--- config.mk ---
export PLATFORM = sky130hd
export DESIGN_NAME = phy_reg_bridge
export DESIGN_NICKNAME = d
export VERILOG_FILES = /design/src/rtl/phyb_pkg.sv /design/src/rtl/phyb_win_access.sv /design/src/rtl/phyb_poll_pacer.sv /design/src/rtl/phy_reg_bridge.sv
export SDC_FILE = /design/constraint.sdc
export NUM_CORES = 1
export LEC_CHECK = 0
export BUFFER_PORTS_ARGS = -buffer_cell sky130_fd_sc_hd__buf_2
export CAP_MARGIN = 0
export CORE_MARGIN = 5
export CORE_UTILIZATION = 54
export CTS_BUF_LIST = sky130_fd_sc_hd__clkbuf_4 sky130_fd_sc_hd__clkbuf_8
export DETAILED_ROUTE_END_ITERATION = 10
export MAX_ROUTING_LAYER = met4
export PLACE_DENSITY = 0.83
export SLEW_MARGIN = 20
export SYNTH_ARGS = -nofsm -noshare
export SYNTH_HDL_FRONTEND = slang
export SYNTH_SLANG_ARGS = --single-unit
--- constraint.sdc ---
create_clock -name clk -period 2.3 [get_ports clk]
set_input_delay 0.46 -clock clk [delete_from_list [all_inputs] [get_ports clk]]
set_output_delay 0.46 -clock clk [all_outputs]
set_load 0.02 [all_outputs]
--- src/rtl/phyb_pkg.sv ---
// Shared constants, state types and address helpers for the paged
// indirect PHY register bridge. Assumes a 12-bit window byte offset.
package phyb_pkg;

    localparam int DEV_W   = 5;
    localparam int LADDR_W = 16;
    localparam int WIN_AW  = 12;

    // Page register byte offset inside the window
    localparam logic [WIN_AW-1:0]  PAGE_OFF = 12'h800;

    // Local registers forming the indirect port
    localparam logic [LADDR_W-1:0] LREG_CTL  = 16'h80A0;
    localparam logic [LADDR_W-1:0] LREG_ADDR = 16'h80A1;
    localparam logic [LADDR_W-1:0] LREG_DATA = 16'h80A2;

    // Control command values
    localparam logic [1:0] CMD_RD_START = 2'b01;
    localparam logic [1:0] CMD_WR_START = 2'b11;

    typedef enum logic [2:0] {
        BR_IDLE,
        BR_POLL,
        BR_GAP,
        BR_WADDR,
        BR_WDATA,
        BR_WCTL,
        BR_RDATA,
        BR_DONE
    } bridge_st_t;

    typedef enum logic [1:0] {
        WA_IDLE,
        WA_PAGE,
        WA_ACC,
        WA_RDLY
    } win_st_t;

    // Page word: device select above the upper local address bits
    function automatic logic [WIN_AW-1:0] page_word(
        input logic [DEV_W-1:0]   dev,
        input logic [LADDR_W-1:0] la
    );
        return {dev, la[15:9]};
    endfunction

    // Byte offset of a local register inside the window
    function automatic logic [WIN_AW-1:0] win_offset(
        input logic [LADDR_W-1:0] la
    );
        return {1'b0, la[8:0], 2'b00};
    endfunction

endpackage

--- src/rtl/phyb_win_access.sv ---
// Performs one local PHY register access through the paged window:
// a page write to the fixed page offset, then the register access.
// Reads return data one cycle after the access (single-cycle latency).
// Assumes go is only raised while idle is high.
module phyb_win_access
    import phyb_pkg::*;
#(
    parameter int BUS_AW = 12,
    parameter int BUS_DW = 32
) (
    input  logic                clk,
    input  logic                rst_n,
    input  logic                go,
    input  logic                op_write,
    input  logic [DEV_W-1:0]    dev,
    input  logic [LADDR_W-1:0]  laddr,
    input  logic [BUS_DW-1:0]   wdata,
    output logic                idle,
    output logic                done,
    output logic [BUS_DW-1:0]   rdata,
    output logic                mem_en,
    output logic                mem_we,
    output logic [BUS_AW-1:0]   mem_addr,
    output logic [BUS_DW-1:0]   mem_wdata,
    input  logic [BUS_DW-1:0]   mem_rdata
);

    win_st_t              st_q;
    logic                 wr_q;
    logic [DEV_W-1:0]     dev_q;
    logic [LADDR_W-1:0]   la_q;
    logic [BUS_DW-1:0]    wd_q;

    // Sequence page write, register access and read return
    always_ff @(posedge clk) begin
        if (!rst_n) begin
            st_q  <= WA_IDLE;
            wr_q  <= 1'b0;
            dev_q <= '0;
            la_q  <= '0;
            wd_q  <= '0;
        end else begin
            unique case (st_q)
                WA_IDLE: begin
                    if (go) begin
                        wr_q  <= op_write;
                        dev_q <= dev;
                        la_q  <= laddr;
                        wd_q  <= wdata;
                        st_q  <= WA_PAGE;
                    end
                end
                WA_PAGE: st_q <= WA_ACC;
                WA_ACC:  st_q <= wr_q ? WA_IDLE : WA_RDLY;
                WA_RDLY: st_q <= WA_IDLE;
                default: st_q <= WA_IDLE;
            endcase
        end
    end

    // Drive the downstream port from the current step
    always_comb begin
        mem_en    = 1'b0;
        mem_we    = 1'b0;
        mem_addr  = '0;
        mem_wdata = '0;
        if (st_q == WA_PAGE) begin
            mem_en    = 1'b1;
            mem_we    = 1'b1;
            mem_addr  = BUS_AW'(PAGE_OFF);
            mem_wdata = BUS_DW'(page_word(dev_q, la_q));
        end else if (st_q == WA_ACC) begin
            mem_en    = 1'b1;
            mem_we    = wr_q;
            mem_addr  = BUS_AW'(win_offset(la_q));
            mem_wdata = wr_q ? wd_q : '0;
        end
    end

    assign idle  = (st_q == WA_IDLE);
    assign done  = (st_q == WA_RDLY) || ((st_q == WA_ACC) && wr_q);
    assign rdata = mem_rdata;

endmodule

--- src/rtl/phyb_poll_pacer.sv ---
// Paces busy polling: after each busy observation it runs an idle
// gap of GAP_CYC cycles, and counts busy reads in the current wait
// phase so the sequencer can give up after MAX_POLLS of them.
// Assumes GAP_CYC >= 1 and MAX_POLLS >= 1.
module phyb_poll_pacer #(
    parameter int GAP_CYC   = 1000,
    parameter int MAX_POLLS = 1000
) (
    input  logic clk,
    input  logic rst_n,
    input  logic phase_clr,
    input  logic busy_seen,
    output logic gap_done,
    output logic last_poll
);

    localparam int GW = $clog2(GAP_CYC + 1);
    localparam int PW = $clog2(MAX_POLLS + 1);

    logic [GW-1:0] gap_cnt_q;
    logic          run_q;
    logic [PW-1:0] poll_cnt_q;

    // Count down the idle gap after a busy read
    always_ff @(posedge clk) begin
        if (!rst_n || phase_clr) begin
            gap_cnt_q <= '0;
            run_q     <= 1'b0;
        end else if (busy_seen) begin
            gap_cnt_q <= GW'(GAP_CYC - 1);
            run_q     <= 1'b1;
        end else if (run_q) begin
            if (gap_cnt_q == '0) begin
                run_q <= 1'b0;
            end else begin
                gap_cnt_q <= gap_cnt_q - 1'b1;
            end
        end
    end

    // Count busy reads within one wait phase
    always_ff @(posedge clk) begin
        if (!rst_n || phase_clr) begin
            poll_cnt_q <= '0;
        end else if (busy_seen) begin
            poll_cnt_q <= poll_cnt_q + 1'b1;
        end
    end

    assign gap_done  = run_q && (gap_cnt_q == '0);
    assign last_poll = (poll_cnt_q == PW'(MAX_POLLS - 1));

endmodule

--- src/rtl/phy_reg_bridge.sv ---
// Paged indirect PHY register bridge. Accepts one read or write of a
// PHY control register at a time. It polls the indirect port until
// not busy, loads address (and data), issues start, and for reads
// polls again and fetches the data register. A phase that stays busy
// for MAX_POLLS reads ends with an error response.
// Assumes BUS_AW >= 12 and DATA_W <= BUS_DW.
module phy_reg_bridge
    import phyb_pkg::*;
#(
    parameter int DATA_W    = 16,
    parameter int BUS_AW    = 12,
    parameter int BUS_DW    = 32,
    parameter int POLL_GAP  = 1000,
    parameter int MAX_POLLS = 1000
) (
    input  logic                clk,
    input  logic                rst_n,
    input  logic                req_valid,
    output logic                req_ready,
    input  logic                req_write,
    input  logic [DEV_W-1:0]    req_dev,
    input  logic [LADDR_W-1:0]  req_addr,
    input  logic [DATA_W-1:0]   req_wdata,
    output logic                rsp_valid,
    output logic                rsp_error,
    output logic [DATA_W-1:0]   rsp_rdata,
    output logic                mem_en,
    output logic                mem_we,
    output logic [BUS_AW-1:0]   mem_addr,
    output logic [BUS_DW-1:0]   mem_wdata,
    input  logic [BUS_DW-1:0]   mem_rdata
);

    bridge_st_t             st_q;
    logic                   wr_q;
    logic                   post_q;
    logic                   err_q;
    logic [DEV_W-1:0]       dev_q;
    logic [LADDR_W-1:0]     addr_q;
    logic [DATA_W-1:0]      wdata_q;
    logic [DATA_W-1:0]      rdata_q;

    logic                   lcl_go;
    logic                   lcl_wr;
    logic [LADDR_W-1:0]     lcl_addr;
    logic [BUS_DW-1:0]      lcl_wdata;
    logic                   lcl_idle;
    logic                   lcl_done;
    logic [BUS_DW-1:0]      lcl_rdata;
    logic                   access_st;
    logic                   busy_bit;
    logic                   phase_clr;
    logic                   busy_seen;
    logic                   gap_done;
    logic                   last_poll;
    logic                   sig_unused;

    assign sig_unused = ^lcl_rdata[BUS_DW-1:DATA_W];
    assign busy_bit   = lcl_rdata[0];

    // Select the local access each sequencer state needs
    always_comb begin
        access_st = 1'b1;
        lcl_wr    = 1'b0;
        lcl_addr  = LREG_CTL;
        lcl_wdata = '0;
        unique case (st_q)
            BR_POLL: begin
                lcl_addr = LREG_CTL;
            end
            BR_WADDR: begin
                lcl_wr    = 1'b1;
                lcl_addr  = LREG_ADDR;
                lcl_wdata = BUS_DW'(addr_q);
            end
            BR_WDATA: begin
                lcl_wr    = 1'b1;
                lcl_addr  = LREG_DATA;
                lcl_wdata = BUS_DW'(wdata_q);
            end
            BR_WCTL: begin
                lcl_wr    = 1'b1;
                lcl_addr  = LREG_CTL;
                lcl_wdata = BUS_DW'(wr_q ? CMD_WR_START : CMD_RD_START);
            end
            BR_RDATA: begin
                lcl_addr = LREG_DATA;
            end
            default: access_st = 1'b0;
        endcase
    end

    assign lcl_go    = access_st && lcl_idle;
    assign phase_clr = ((st_q == BR_IDLE) && req_valid)
                     || ((st_q == BR_WCTL) && lcl_done && !wr_q);
    assign busy_seen = (st_q == BR_POLL) && lcl_done && busy_bit;

    // Main sequencer: poll, load, start, optional second poll, fetch
    always_ff @(posedge clk) begin
        if (!rst_n) begin
            st_q    <= BR_IDLE;
            wr_q    <= 1'b0;
            post_q  <= 1'b0;
            err_q   <= 1'b0;
            dev_q   <= '0;
            addr_q  <= '0;
            wdata_q <= '0;
            rdata_q <= '0;
        end else begin
            unique case (st_q)
                BR_IDLE: begin
                    if (req_valid) begin
                        wr_q    <= req_write;
                        dev_q   <= req_dev;
                        addr_q  <= req_addr;
                        wdata_q <= req_wdata;
                        post_q  <= 1'b0;
                        err_q   <= 1'b0;
                        rdata_q <= '0;
                        st_q    <= BR_POLL;
                    end
                end
                BR_POLL: begin
                    if (lcl_done) begin
                        if (busy_bit) begin
                            if (last_poll) begin
                                err_q <= 1'b1;
                                st_q  <= BR_DONE;
                            end else begin
                                st_q  <= BR_GAP;
                            end
                        end else begin
                            st_q <= post_q ? BR_RDATA : BR_WADDR;
                        end
                    end
                end
                BR_GAP: begin
                    if (gap_done) st_q <= BR_POLL;
                end
                BR_WADDR: begin
                    if (lcl_done) st_q <= wr_q ? BR_WDATA : BR_WCTL;
                end
                BR_WDATA: begin
                    if (lcl_done) st_q <= BR_WCTL;
                end
                BR_WCTL: begin
                    if (lcl_done) begin
                        if (wr_q) begin
                            st_q <= BR_DONE;
                        end else begin
                            post_q <= 1'b1;
                            st_q   <= BR_POLL;
                        end
                    end
                end
                BR_RDATA: begin
                    if (lcl_done) begin
                        rdata_q <= lcl_rdata[DATA_W-1:0];
                        st_q    <= BR_DONE;
                    end
                end
                BR_DONE: st_q <= BR_IDLE;
                default: st_q <= BR_IDLE;
            endcase
        end
    end

    assign req_ready = (st_q == BR_IDLE);
    assign rsp_valid = (st_q == BR_DONE);
    assign rsp_error = (st_q == BR_DONE) && err_q;
    assign rsp_rdata = rdata_q;

    phyb_win_access #(
        .BUS_AW (BUS_AW),
        .BUS_DW (BUS_DW)
    ) win_i (
        .clk       (clk),
        .rst_n     (rst_n),
        .go        (lcl_go),
        .op_write  (lcl_wr),
        .dev       (dev_q),
        .laddr     (lcl_addr),
        .wdata     (lcl_wdata),
        .idle      (lcl_idle),
        .done      (lcl_done),
        .rdata     (lcl_rdata),
        .mem_en    (mem_en),
        .mem_we    (mem_we),
        .mem_addr  (mem_addr),
        .mem_wdata (mem_wdata),
        .mem_rdata (mem_rdata)
    );

    phyb_poll_pacer #(
        .GAP_CYC   (POLL_GAP),
        .MAX_POLLS (MAX_POLLS)
    ) pacer_i (
        .clk       (clk),
        .rst_n     (rst_n),
        .phase_clr (phase_clr),
        .busy_seen (busy_seen),
        .gap_done  (gap_done),
        .last_poll (last_poll)
    );

endmodule

## Word level (Yosys, flattened, before mapping)

Index checks and enable logic that the tools add are counted.

| storage, ports and cells | value |
|---|---|
| register bits | 136 |
| input port bits | 73 |
| output and inout port bits | 65 |
| word-level logic and storage cells | 123 |

| operators by class | value |
|---|---|
| $add $sub $neg | 2 |
| eq/ne operators | 23 |
| multiplexer cells | 47 |
| bitwise logic cells | 1 |
| reductions and logical operators | 33 |

Operators with widths:

| kind | count |
|---|---|
| 32-bit 2-to-1 mux | 3 |
| 16-bit case mux with 3 select lines | 1 |
| 3-bit 2-to-1 mux | 11 |
| 16-bit 2-to-1 mux | 2 |
| 16-bit case mux with 2 select lines | 1 |
| 10-bit 2-to-1 mux | 3 |
| 2-bit inequality test, second input constant | 12 |
| 3-bit case mux with 8 select lines | 1 |
| 1-bit 2-to-1 mux | 16 |
| 3-bit equality test, second input constant | 4 |
| 12-bit 2-to-1 mux | 1 |
| 11-bit 2-to-1 mux | 1 |
| 10-bit by 1-bit adder with 10-bit output, second input constant | 1 |
| 10-bit equality test, second input constant | 1 |
| 10-bit logical NOT | 1 |
| 10-bit by 1-bit subtractor with 10-bit output, second input constant | 1 |
| 1-bit logical AND | 9 |
| 2-bit case mux with 4 select lines | 1 |
| 2-bit AND reduction | 4 |
| 2-bit nonzero test | 4 |
| 7-bit AND reduction | 1 |
| 3-bit by 2-bit equality test with 1-bit output, second input constant | 2 |
| 2-bit 2-to-1 mux | 3 |
| 5-bit AND reduction | 1 |
| other kinds (15) | 21 |

## Logic depth before layout (Yosys ltp)

Gate-level depths: netlist of run 1.

| depth | value |
|---|---|
| word-level depth | 8 |
| mapped depth | 8 |
| depth with buffers taken out | 6 |

## Modules after synthesis

From an unflattened synthesis of run 1, not the netlist that was laid out.

| unflattened totals | value |
|---|---|
| cells, all modules | 778 |
| area, all modules | 6555.0 µm² |

Modules (own cells, without submodules):

| module | instances | cells each | area each (µm²) | sequential area each (µm²) |
|---|---|---|---|---|
| phyb_win_access | 1 | 342 | 3024.2 | 1121.1 |
| phy_reg_bridge | 1 | 325 | 2526.2 | 1181.1 |
| phyb_poll_pacer | 1 | 111 | 1004.7 | 420.4 |

## Least setup slack after synthesis of run 1

No wires, ideal clock.

| timing path | value |
|---|---|
| kind | register -> output |
| start point | reg win_i.st_q[1] |
| end point | out mem_addr[9] |
| data arrival time | 1.750 ns |
| required time | 1.840 ns |
| setup slack | 0.090 ns |
| cell stages (with the launch flop) | 8 |
| path buffers | 3 |
| cells stage by stage | dfxtp_1 inv_1 ha_1 clkbuf_1 nor2b_1 clkbuf_1 and2_1 buf_4 |

| between the ends | value |
|---|---|
| longest elaborated chain between the ends | 3 |
| elaborated cells on any way between the ends | 4 |
| those cells by class | eq/ne (2); mux (2) |

Ends and longest elaborated chain:

| what | RTL line | source |
|---|---|---|
| start, declared | phyb_win_access.sv:28 | `win_st_t st_q;` |
| start signal, assigned | phyb_win_access.sv:54 | `WA_ACC: st_q <= wr_q ? WA_IDLE : WA_RDLY;` |
| 2-bit equality test | phyb_win_access.sv:72 | `end else if (st_q == WA_ACC) begin` |
| 11-bit 2-to-1 mux | phyb_win_access.sv:72 |  |
| 12-bit 2-to-1 mux * | phyb_win_access.sv:67 | `if (st_q == WA_PAGE) begin` |
| end, declared | phy_reg_bridge.sv:29 | `output logic [BUS_AW-1:0] mem_addr,` |

Mark *: on every way between the ends. The rest lies on a longest branch, timed or not.

## Worst setup path in the final report of run 1

| timing path | value |
|---|---|
| start point | reg win_i.st_q[1] |
| end point | out mem_wdata[6] |

| between the ends | value |
|---|---|
| longest elaborated chain between the ends | 3 |
| elaborated cells on any way between the ends | 4 |
| those cells by class | eq/ne (2); mux (2) |

Ends and longest elaborated chain:

| what | RTL line | source |
|---|---|---|
| 2-bit equality test | phyb_win_access.sv:72 |  |
| 32-bit 2-to-1 mux | phyb_win_access.sv:72 |  |
| 32-bit 2-to-1 mux * | phyb_win_access.sv:67 |  |
| end, declared | phy_reg_bridge.sv:30 | `output logic [BUS_DW-1:0] mem_wdata,` |

Marks and branches as above.

==> results of run 1 <==
stage by stage:
step / instance area [um2] / utilization, %
final: 5510 / 63.5
after global routing: 5510 / 63.5
after CTS: 5490 / 63.2
after detailed placement: 5290 / 61.0
after global placement: 5290 / 61.0
after floorplan: 4890 / -
cell families after synthesis:
| group | count (synthesis) | synth area share (%) |
|---|---|---|
| compound gates | 150 | 20.2 |
| simple gates | 229 | 22.3 |
| flops | 107 | 44.6 |
| fa+ha+maj | 6 | 1.56 |
| buf+inv | 78 | 8.23 |
| mux | 8 | 1.69 |
| xor+xnor | 8 | 1.46 |
| other cells | 1 | 0.0780 |
timing repair:
item | in CTS | in global routing
hold endpoints to repair | 0 | 0
hold buffers | 0 | 0
resized for setup | 2 | 8
endpoints found under the setup margin | 6 | 22
where the power goes:
group	internal [mW]	total, mW	leakage [nW]	switching (mW)
clock	0.424	1.13	0.100	0.703
sequential	1.93	1.99	0.870	0.0621
combinational	0.256	0.780	1.35	0.524
registers in the layout, indices dropped and copies added (netlist names), 2 cells and up:
signal and count:
st_q 3, dev_q 5, win_i.st_q 2, addr_q 16, wdata_q 16, pacer_i.poll_cnt_q 10, rsp_rdata 16, win_i.wd_q 16
win_i.dev_q 5, win_i.la_q 3, pacer_i.gap_cnt_q 10
cell type report:
cell class | instances | area [um2] | share of cell area [%]
Multi-Input combinational cell | 424 | 2370 | 43.1
Sequential cell | 107 | 2150 | 39.0
Timing Repair Buffer | 113 | 607 | 11.0
Tap cell | 108 | 135 | 2.45
Clock buffer | 9 | 124 | 2.25
Clock inverter | 7 | 70.1 | 1.27
Inverter | 14 | 52.6 | 0.954
worst max-delay path by stage:
| stage | cells after the start | end | start |
|---|---|---|---|
| detailed placement | 6 | pacer_i.poll_cnt_q[7]$_SDFFE_PP0P_ | win_i.st_q[0]$_SDFFE_PN0P_ |
| global placement | 6 | mem_wdata[10] | win_i.st_q[0]$_SDFFE_PN0P_ |
| finish | 6 | mem_wdata[6] | win_i.st_q[1]$_SDFFE_PN0P_ |
| global route | 6 | mem_wdata[10] | win_i.st_q[1]$_SDFFE_PN0P_ |
| floorplan | 7 | mem_addr[9] | win_i.st_q[1]$_SDFFE_PN0P_ |
| CTS | 6 | mem_wdata[10] | win_i.st_q[0]$_SDFFE_PN0P_ |
worst reg2reg max path: cells and delay by family (launching register included):
family	cells	cell delay (ns)
and+or+nand+nor	2	0.71
AOI/OAI and AO/OA	2	0.53
DFF	1	0.35
adders and majority gates	1	0.16
buffers and inverters	1	0.10
metal layers:
layer | share of wire (%) | up-vias
li1 | - | 2135
met1 | 40 | 2010
met2 | 52 | 147
met3 | 5.9 | 22
met4 | 1.8 | 0
met5 | 0 | -
Yosys cell counts (3+ instances only):
library cell and instances:
dfxtp_1 107, ha_1 6, buf_4 24, clkbuf_1 26
and3_1 11, a22oi_1 17, a22o_1 19, nor2b_1 4
nand2b_1 8, xnor2_1 4, o21ai_0 10, a21oi_1 74
nor2_1 32, buf_2 10, mux2i_1 7, nand4_1 3
or3_1 7, nand3_1 9, buf_1 4, o31ai_1 4
o2bb2ai_1 3, and2_1 9, a31oi_1 6, nand2_1 123
nor3_1 7, xor2_1 4, inv_1 14
==> flow_summary.ini, run 1 <==
[sta]
finalSetupTns_ns = 0
max_slew.worst_pin.slew_ns = 0.662
min_period_ns = 2.20
finalCritPeriodShare_pct = 95.8
hold_ws_ns = 0.296
fmax_ghz = 0.454
finalHoldViolations = 0
final-max-slew-violation-count = 0
fin_ws_ns = 0.0960
setup_viol = 0
fin_skew_ns = 0.0118
relSlewSlack_pct = 55.9

[clock_tree]
cts.sinks = 107
cts_tree = built
post-cts-setup-buffers = 0
path_clk_slew_ns = 0.12
cts_root_buf = clkbuf_8
clock_latency_ns = 0.38
clockBufferDepth = 2
htree_levels = 3
cts_buffers = 9

[worst_setup_path]
crit_chain = inv_1 -> ha_1 -> nor2b_2 -> and2_4 -> a22o_1 -> buf_2
r2r_slack_ns = 0.38
r2r.worst_path.cells = 6
critPathBufInv = 2
max_stage_delay_ns = 0.40
worst_setup_path_end_kind = output pin
cp-start-kind = register
critPathTopFamily = flip-flops
cp_slowest_cell = dfxtp_2
critical_path.max_fanout = 6
cp.required_ns = 1.84
criticalPathCategory = reg -> out
arrival_ns = 1.74
rr_startpoint = win_i.st_q[0]$_SDFFE_PN0P_
r2r_end = pacer_i.poll_cnt_q[7]$_SDFFE_PP0P_

[drt]
drtIter0Drc = 243
ant_nets = 0
drc = 0
dr.pass1.iters = 4
wl_per_cell_um = 14.7
num_vias = 4314
wirelength_um = 11500
vias_per_cell = 5.52

[global_route]
antenna_found_initial = 0
grt-ovfl-total = 0
grtUsageMet1_pct = 24.9
grt_use_total_pct = 21.2
grt_pass1_vias = 4063
use_met3_pct = 4.78
grt_pass1_wl_um = 18900
grt_busiest_layer = met2
met2_usage_pct = 35.7
grt_max_degree = 67

[hold_path]
hold_path_depth = 3
hold_class = in -> reg
hold_path_end = addr_q[14]$_SDFFE_PN0P_
min_from = req_addr[14]

[pwr]
power_mw = 3.90
p_leak_nw = 2.32
irDropWorstVdd_mv = 0.363
powerDensity_nw_per_um2 = 708

[die]
die_height_um = 104
ioPinCount = 138
die_x_um = 104
start_util_pct = 55.4
num_rows = 34
core_um2 = 8680
die-area_um2 = 10900

[logic_synthesis]
synth_cell_type_count = 56
yosys.area.top_type_share_pct = 44.6
synth.area.top_cells = dfxtp_1, nand2_1, a21oi_1
yosysSeqAreaShare_pct = 44.6
syn_avg_cell_area_um2 = 8.19
syn_area_um2 = 4810
synth_cells = 587
async_flop_share_pct = 0
yosysWarnings = 0
yosysTopAreaCell = dfxtp_1
synth-seq-cells = 107
synthFlopType = dfxtp_1
synth_edf_count = 0

[final_layout]
layout_commonest_cell = nand2_1
layout.cells.non_filler = 782
drive_above_1_share_pct = 21.8
diodes = 0
nFillCells = 763
area_growth_pct = 14.6
nets = 748
most-common-layout-cells = nand2_1, dfxtp_1, buf_2

[job]
cap_violations = 0

[placed_design]
place.gp.congestion = 0.860
dp_slack_ns = 0.316
dp.cells = 766
port_buffers = 98
dp_hpwl_um = 8160

[run_status]
status = finished clean
Note: power is estimated with default switching activity, not from simulation.
==> run 2, diff against run 1 <==
Settings changed: ABC_AREA set to 1, PLACE_DENSITY 0.83 to 0.82.
==> flow_summary.ini, run 2 <==
[run_status]
status = finished clean

[worst_setup_path]
r2r.worst_path.cells = 10
criticalPathCategory = reg -> out
critical_path.max_fanout = 12
r2r_slack_ns = 0.31
cp-start-kind = register
worst_setup_path_end_kind = output pin
r2r_end = rsp_rdata[0]$_SDFFE_PN0P_
rr_startpoint = st_q[0]$_SDFFE_PN0P_
arrival_ns = 1.70
cp.required_ns = 1.84

[hold_path]
min_from = req_dev[1]
hold_path_depth = 3
hold_path_end = dev_q[1]$_SDFFE_PN0P_
hold_class = in -> reg

[logic_synthesis]
synthTopCellsByCount = nand2_1, dfxtp_1, inv_1
yosysSeqAreaShare_pct = 42.0
synth_cell_type_count = 35
syn_avg_cell_area_um2 = 7.24
synth-seq-cells = 107
synth_edf_count = 0
async_flop_share_pct = 0
synth.area.top_cells = dfxtp_1, nand2_1, a21oi_1
yosysTopAreaCell = dfxtp_1
yosys.area.top_type_share_pct = 42.0
syn_area_um2 = 5100
synth.most_common_cell = nand2_1
synthFlopType = dfxtp_1
yosysWarnings = 0
synth_cells = 704

[drt]
vias_per_cell = 5.13
drtIter0Drc = 213
drc = 0
wl_per_cell_um = 13.0
dr.pass1.iters = 8
ant_nets = 0
num_vias = 4724
wirelength_um = 11900

[placed_design]
dp_hpwl_um = 8650
place.gp.congestion = 0.893
port_buffers = 98

[pwr]
irDropWorstVdd_mv = 0.828
powerDensity_nw_per_um2 = 950
p_leak_nw = 2.52
power_mw = 5.49

[sta]
final-max-slew-violation-count = 0
relSlewSlack_pct = 58.9
min_period_ns = 2.16
fin_skew_ns = 0.0157
setup_viol = 0
finalHoldViolations = 0
fmax_ghz = 0.463
rsz0062_at_grt = no
max_slew.worst_pin.slew_ns = 0.615
finalSetupTns_ns = 0
finalCritPeriodShare_pct = 93.9

[clock_tree]
clock_latency_ns = 0.37
cts_root_buf = clkbuf_8
cts_buffers = 9
post-cts-setup-buffers = 0
clockBufferDepth = 2
ctsResizeCount = 3
cts.sinks = 107
cts_tree = built
cts_hold_buf = 0
htree_levels = 3
path_clk_slew_ns = 0.10

[die]
die-area_um2 = 11500
die_height_um = 107
num_rows = 35
start_util_pct = 55.2
ioPinCount = 138
core_um2 = 9240
die_x_um = 107

[global_route]
antenna_found_initial = 0
grt_pass1_vias = 4422
grt_use_total_pct = 21.2
grt-ovfl-total = 0
grt_max_degree = 50
grt_pass1_wl_um = 19700

[final_layout]
nets = 866
drive_above_1_share_pct = 20.8
diodes = 0
area_growth_pct = 13.5
layout_commonest_cell = nand2_1
most-common-layout-cells = nand2_1, dfxtp_1, buf_2

[job]
cap_violations = 0
-- run 2: metal layers --
layer / wire [um] / GRT usage, % / vias up
met4: 169 / 6.94 / 0
met2: 5740 / 34.9 / 161
met3: 758 / 3.37 / 20
met5: 0 / - / -
met1: 5260 / 26.8 / 2151
li1: - / - / 2392
-- run 2: how the worst max path moves through the flow --
stage / startpoint / to / slack [ns] / cells after the start
5_1_grt: win_i.st_q[0]$_SDFFE_PN0P_ / mem_wdata[9] / 0.002 / 8
3_5_place_dp: win_i.st_q[0]$_SDFFE_PN0P_ / mem_wdata[6] / 0.32 / 8
4_1_cts: win_i.st_q[1]$_SDFFE_PN0P_ / mem_wdata[6] / 0.03 / 7
3_3_place_gp: st_q[0]$_SDFFE_PN0P_ / rsp_rdata[0]$_SDFFE_PN0P_ / 0.38 / 10
2_1_floorplan: win_i.st_q[1]$_SDFFE_PN0P_ / mem_addr[9] / 0.28 / 4
6_report: win_i.st_q[0]$_SDFFE_PN0P_ / mem_wdata[11] / 0.14 / 8
-- run 2: through the flow --
| stage | setup WS [ns] | utilization (%) | cell area (um2) | std cells | hold WS, ns |
|---|---|---|---|---|---|
| after floorplan | 0.277 | - | 5180 | 726 | 0.424 |
| after global routing | 0.00202 | 62.6 | 5790 | 921 | 0.330 |
| after global placement | 0.380 | 59.9 | 5540 | 905 | 0.438 |
| after CTS | 0.0340 | 62.4 | 5760 | 921 | 0.304 |
| after detailed placement | 0.323 | 59.9 | 5540 | 905 | 0.443 |
| final | 0.140 | 62.6 | 5790 | 921 | 0.310 |
-- run 2: cell type report --
type / count / area, um2
fillers: 813 / 3450
well taps: 129 / 161
multi-input cells: 469 / 2320
inverters: 94 / 360
clock inverters: 6 / 82.6
flip-flops and latches: 107 / 2140
repair buffers: 106 / 579
clock buffers: 10 / 138
-- run 2: report_power, final --
| group | switching, mW | internal, mW |
|---|---|---|
| sequential | 0.148 | 2.20 |
| combinational | 1.33 | 0.584 |
| clock | 0.681 | 0.558 |
| total | 2.16 | 3.34 |
-- run 2: cell families after synthesis --
kind of cell,after synthesis,synth area share (%)
XOR/XNOR,6,1.03
AO/OA/AOI/OAI,165,17.6
AND/OR/NAND/NOR,269,23.6
other,1,0.0736
adder cells (fa/ha/maj),6,1.47
flip-flops,107,42.0
buffers and inverters,150,14.2
-- run 2: critical path: stages (launching register included) --
cell     delay (ns)
dfxtp_2        0.35
inv_1          0.08
ha_2           0.19
nand2_1        0.08
buf_6          0.16
inv_4          0.08
nand3_1        0.06
o21ai_0        0.10
buf_2          0.21
==> run 3, diff against run 2 <==
Settings changed: CORE_ASPECT_RATIO set to 0.9, CORE_MARGIN 5 to not set.
==> flow_summary.ini, run 3 (synthesized netlist as in run 2, its figures left out) <==
[run_status]
status = finished clean

[placed_design]
dp_hpwl_um = 7920
dpl-instance-area_um2 = 5540
place.gp.congestion = 0.847
port_buffers = 98

[pwr]
irDropWorstVdd_mv = 0.452
p_leak_nw = 2.54
powerDensity_nw_per_um2 = 957

[drt]
dr.pass1.iters = 5
drtIter0Drc = 182
wirelength_um = 11300
drc = 0
num_vias = 4706
vias_per_cell = 5.13
ant_nets = 0
wl_per_cell_um = 12.4

[job]
cap_violations = 0

[sta]
fmax_ghz = 0.451
rsz0062_at_grt = no
max_slew.worst_pin.slew_ns = 0.661
final-max-slew-violation-count = 0
finalHoldViolations = 0
hold_ws_ns = 0.300
finalSetupTns_ns = 0
min_period_ns = 2.22
finalCritPeriodShare_pct = 96.4
relSlewSlack_pct = 55.8
setup_viol = 0
fin_skew_ns = 0.0133

[clock_tree]
htree_levels = 3
cts_root_buf = clkbuf_8
clock_latency_ns = 0.38
cts.sinks = 107
clockBufferDepth = 2
path_clk_slew_ns = 0.10
cts_buffers = 9
cts_tree = built

[die]
start_util_pct = 55.9
core_um2 = 9130
ioPinCount = 138
die_height_um = 94.2
die-area_um2 = 9830
die_x_um = 104
num_rows = 33

[worst_setup_path]
crit_chain = inv_1 -> ha_1 -> inv_1 -> buf_6 -> nand2_1 -> nor2_1 -> buf_2
critical_path.max_fanout = 23
arrival_ns = 1.76
cpMostUsedCell = inv_1
rr_startpoint = win_i.st_q[0]$_SDFFE_PN0P_
r2r_slack_ns = 0.36
worst_setup_path_end_kind = output pin
cp-start-kind = register
max_stage_delay_ns = 0.37
criticalPathCategory = reg -> out
cp.required_ns = 1.84
cp_slowest_cell = dfxtp_2
critPathLaunch = win_i.st_q[1]$_SDFFE_PN0P_

[global_route]
antenna_found_initial = 0
grt-ovfl-total = 0
grt_pass1_wl_um = 18400
grt_max_degree = 40
grt_pass1_vias = 4226
grt_use_total_pct = 24.0

[hold_path]
hold_class = in -> reg
min_from = req_dev[1]

[final_layout]
layout_commonest_cell = nand2_1
nFillCells = 819
diodes = 0
drive_above_1_share_pct = 21.0
nets = 869
most-common-layout-cells = nand2_1, dfxtp_1, buf_2
area_growth_pct = 14.0
post-route-cell-area_um2 = 5810
run 3: cell count changes in the layout (fill, tap and decap cells not counted), sizes merged:
cell / previous run / this run
clkinv: 2 / 1
inv: 96 / 95
buf: 106 / 109
bufinv: 1 / 2
clkbuf: 10 / 11
run 3: worst paths after layout:
check / to / cells after the start
hold / removal: dev_q[1]$_SDFFE_PN0P_ / 3
setup / recovery: mem_wdata[15] / 7
hold reg to reg: win_i.dev_q[2]$_SDFFE_PN0P_ / 2
setup reg to reg: pacer_i.poll_cnt_q[3]$_SDFFE_PP0P_ / 9
run 3: through the flow:
step                total power, mW  setup WS [ns]  utilization, %  instances
global route                   5.92        0.00153            63.7        917
global placement               4.16          0.428            60.7        899
floorplan                      3.86          0.277               -        726
detailed placement             4.24          0.349            60.7        899
finish                         5.56         0.0823            63.7        917
CTS                            5.58         0.0259            63.3        915
run 3: worst max-delay path, delay by kind of cell, from the launching register on:
family	cells	cell delay, ns
buffers and inverters	4	0.55
flip-flops	1	0.37
adder cells (fa/ha/maj)	1	0.23
AND/OR/NAND/NOR	2	0.23
run 3: repair_timing:
item / in CTS / in global routing
hold buffers: 0 / 0
resized for setup: 3 / 6
buffers inserted: 0 / 2
endpoints found under the setup margin: 7 / 10
pin swaps: 0 / 0
run 3: metal layers:
metal  wire length [um]  part of all wire, %  vias up  GRT usage (%)
li1                   -                    -     2401              -
met1               5140                   45     2155           27.5
met2               5460                   48      134           42.4
met3                582                  5.1       16           4.16
met4                160                  1.4        0           8.33
met5                  0                    0        -              -
run 3: final cells by class:
cell class / instances / area, um2 / share of cell area, %
clock inverters: 5 / 88.8 / 1.53
clock buffers: 11 / 145 / 2.50
inverters: 94 / 362 / 6.22
flip-flops and latches: 107 / 2150 / 37.0
well taps: 122 / 153 / 2.63
repair buffers: 109 / 596 / 10.3
multi-input cells: 469 / 2320 / 39.9
run 3: power by group:
| group | internal [mW] | switching, mW |
|---|---|---|
| registers | 2.20 | 0.146 |
| clock network | 0.671 | 0.662 |
| logic | 0.574 | 1.31 |
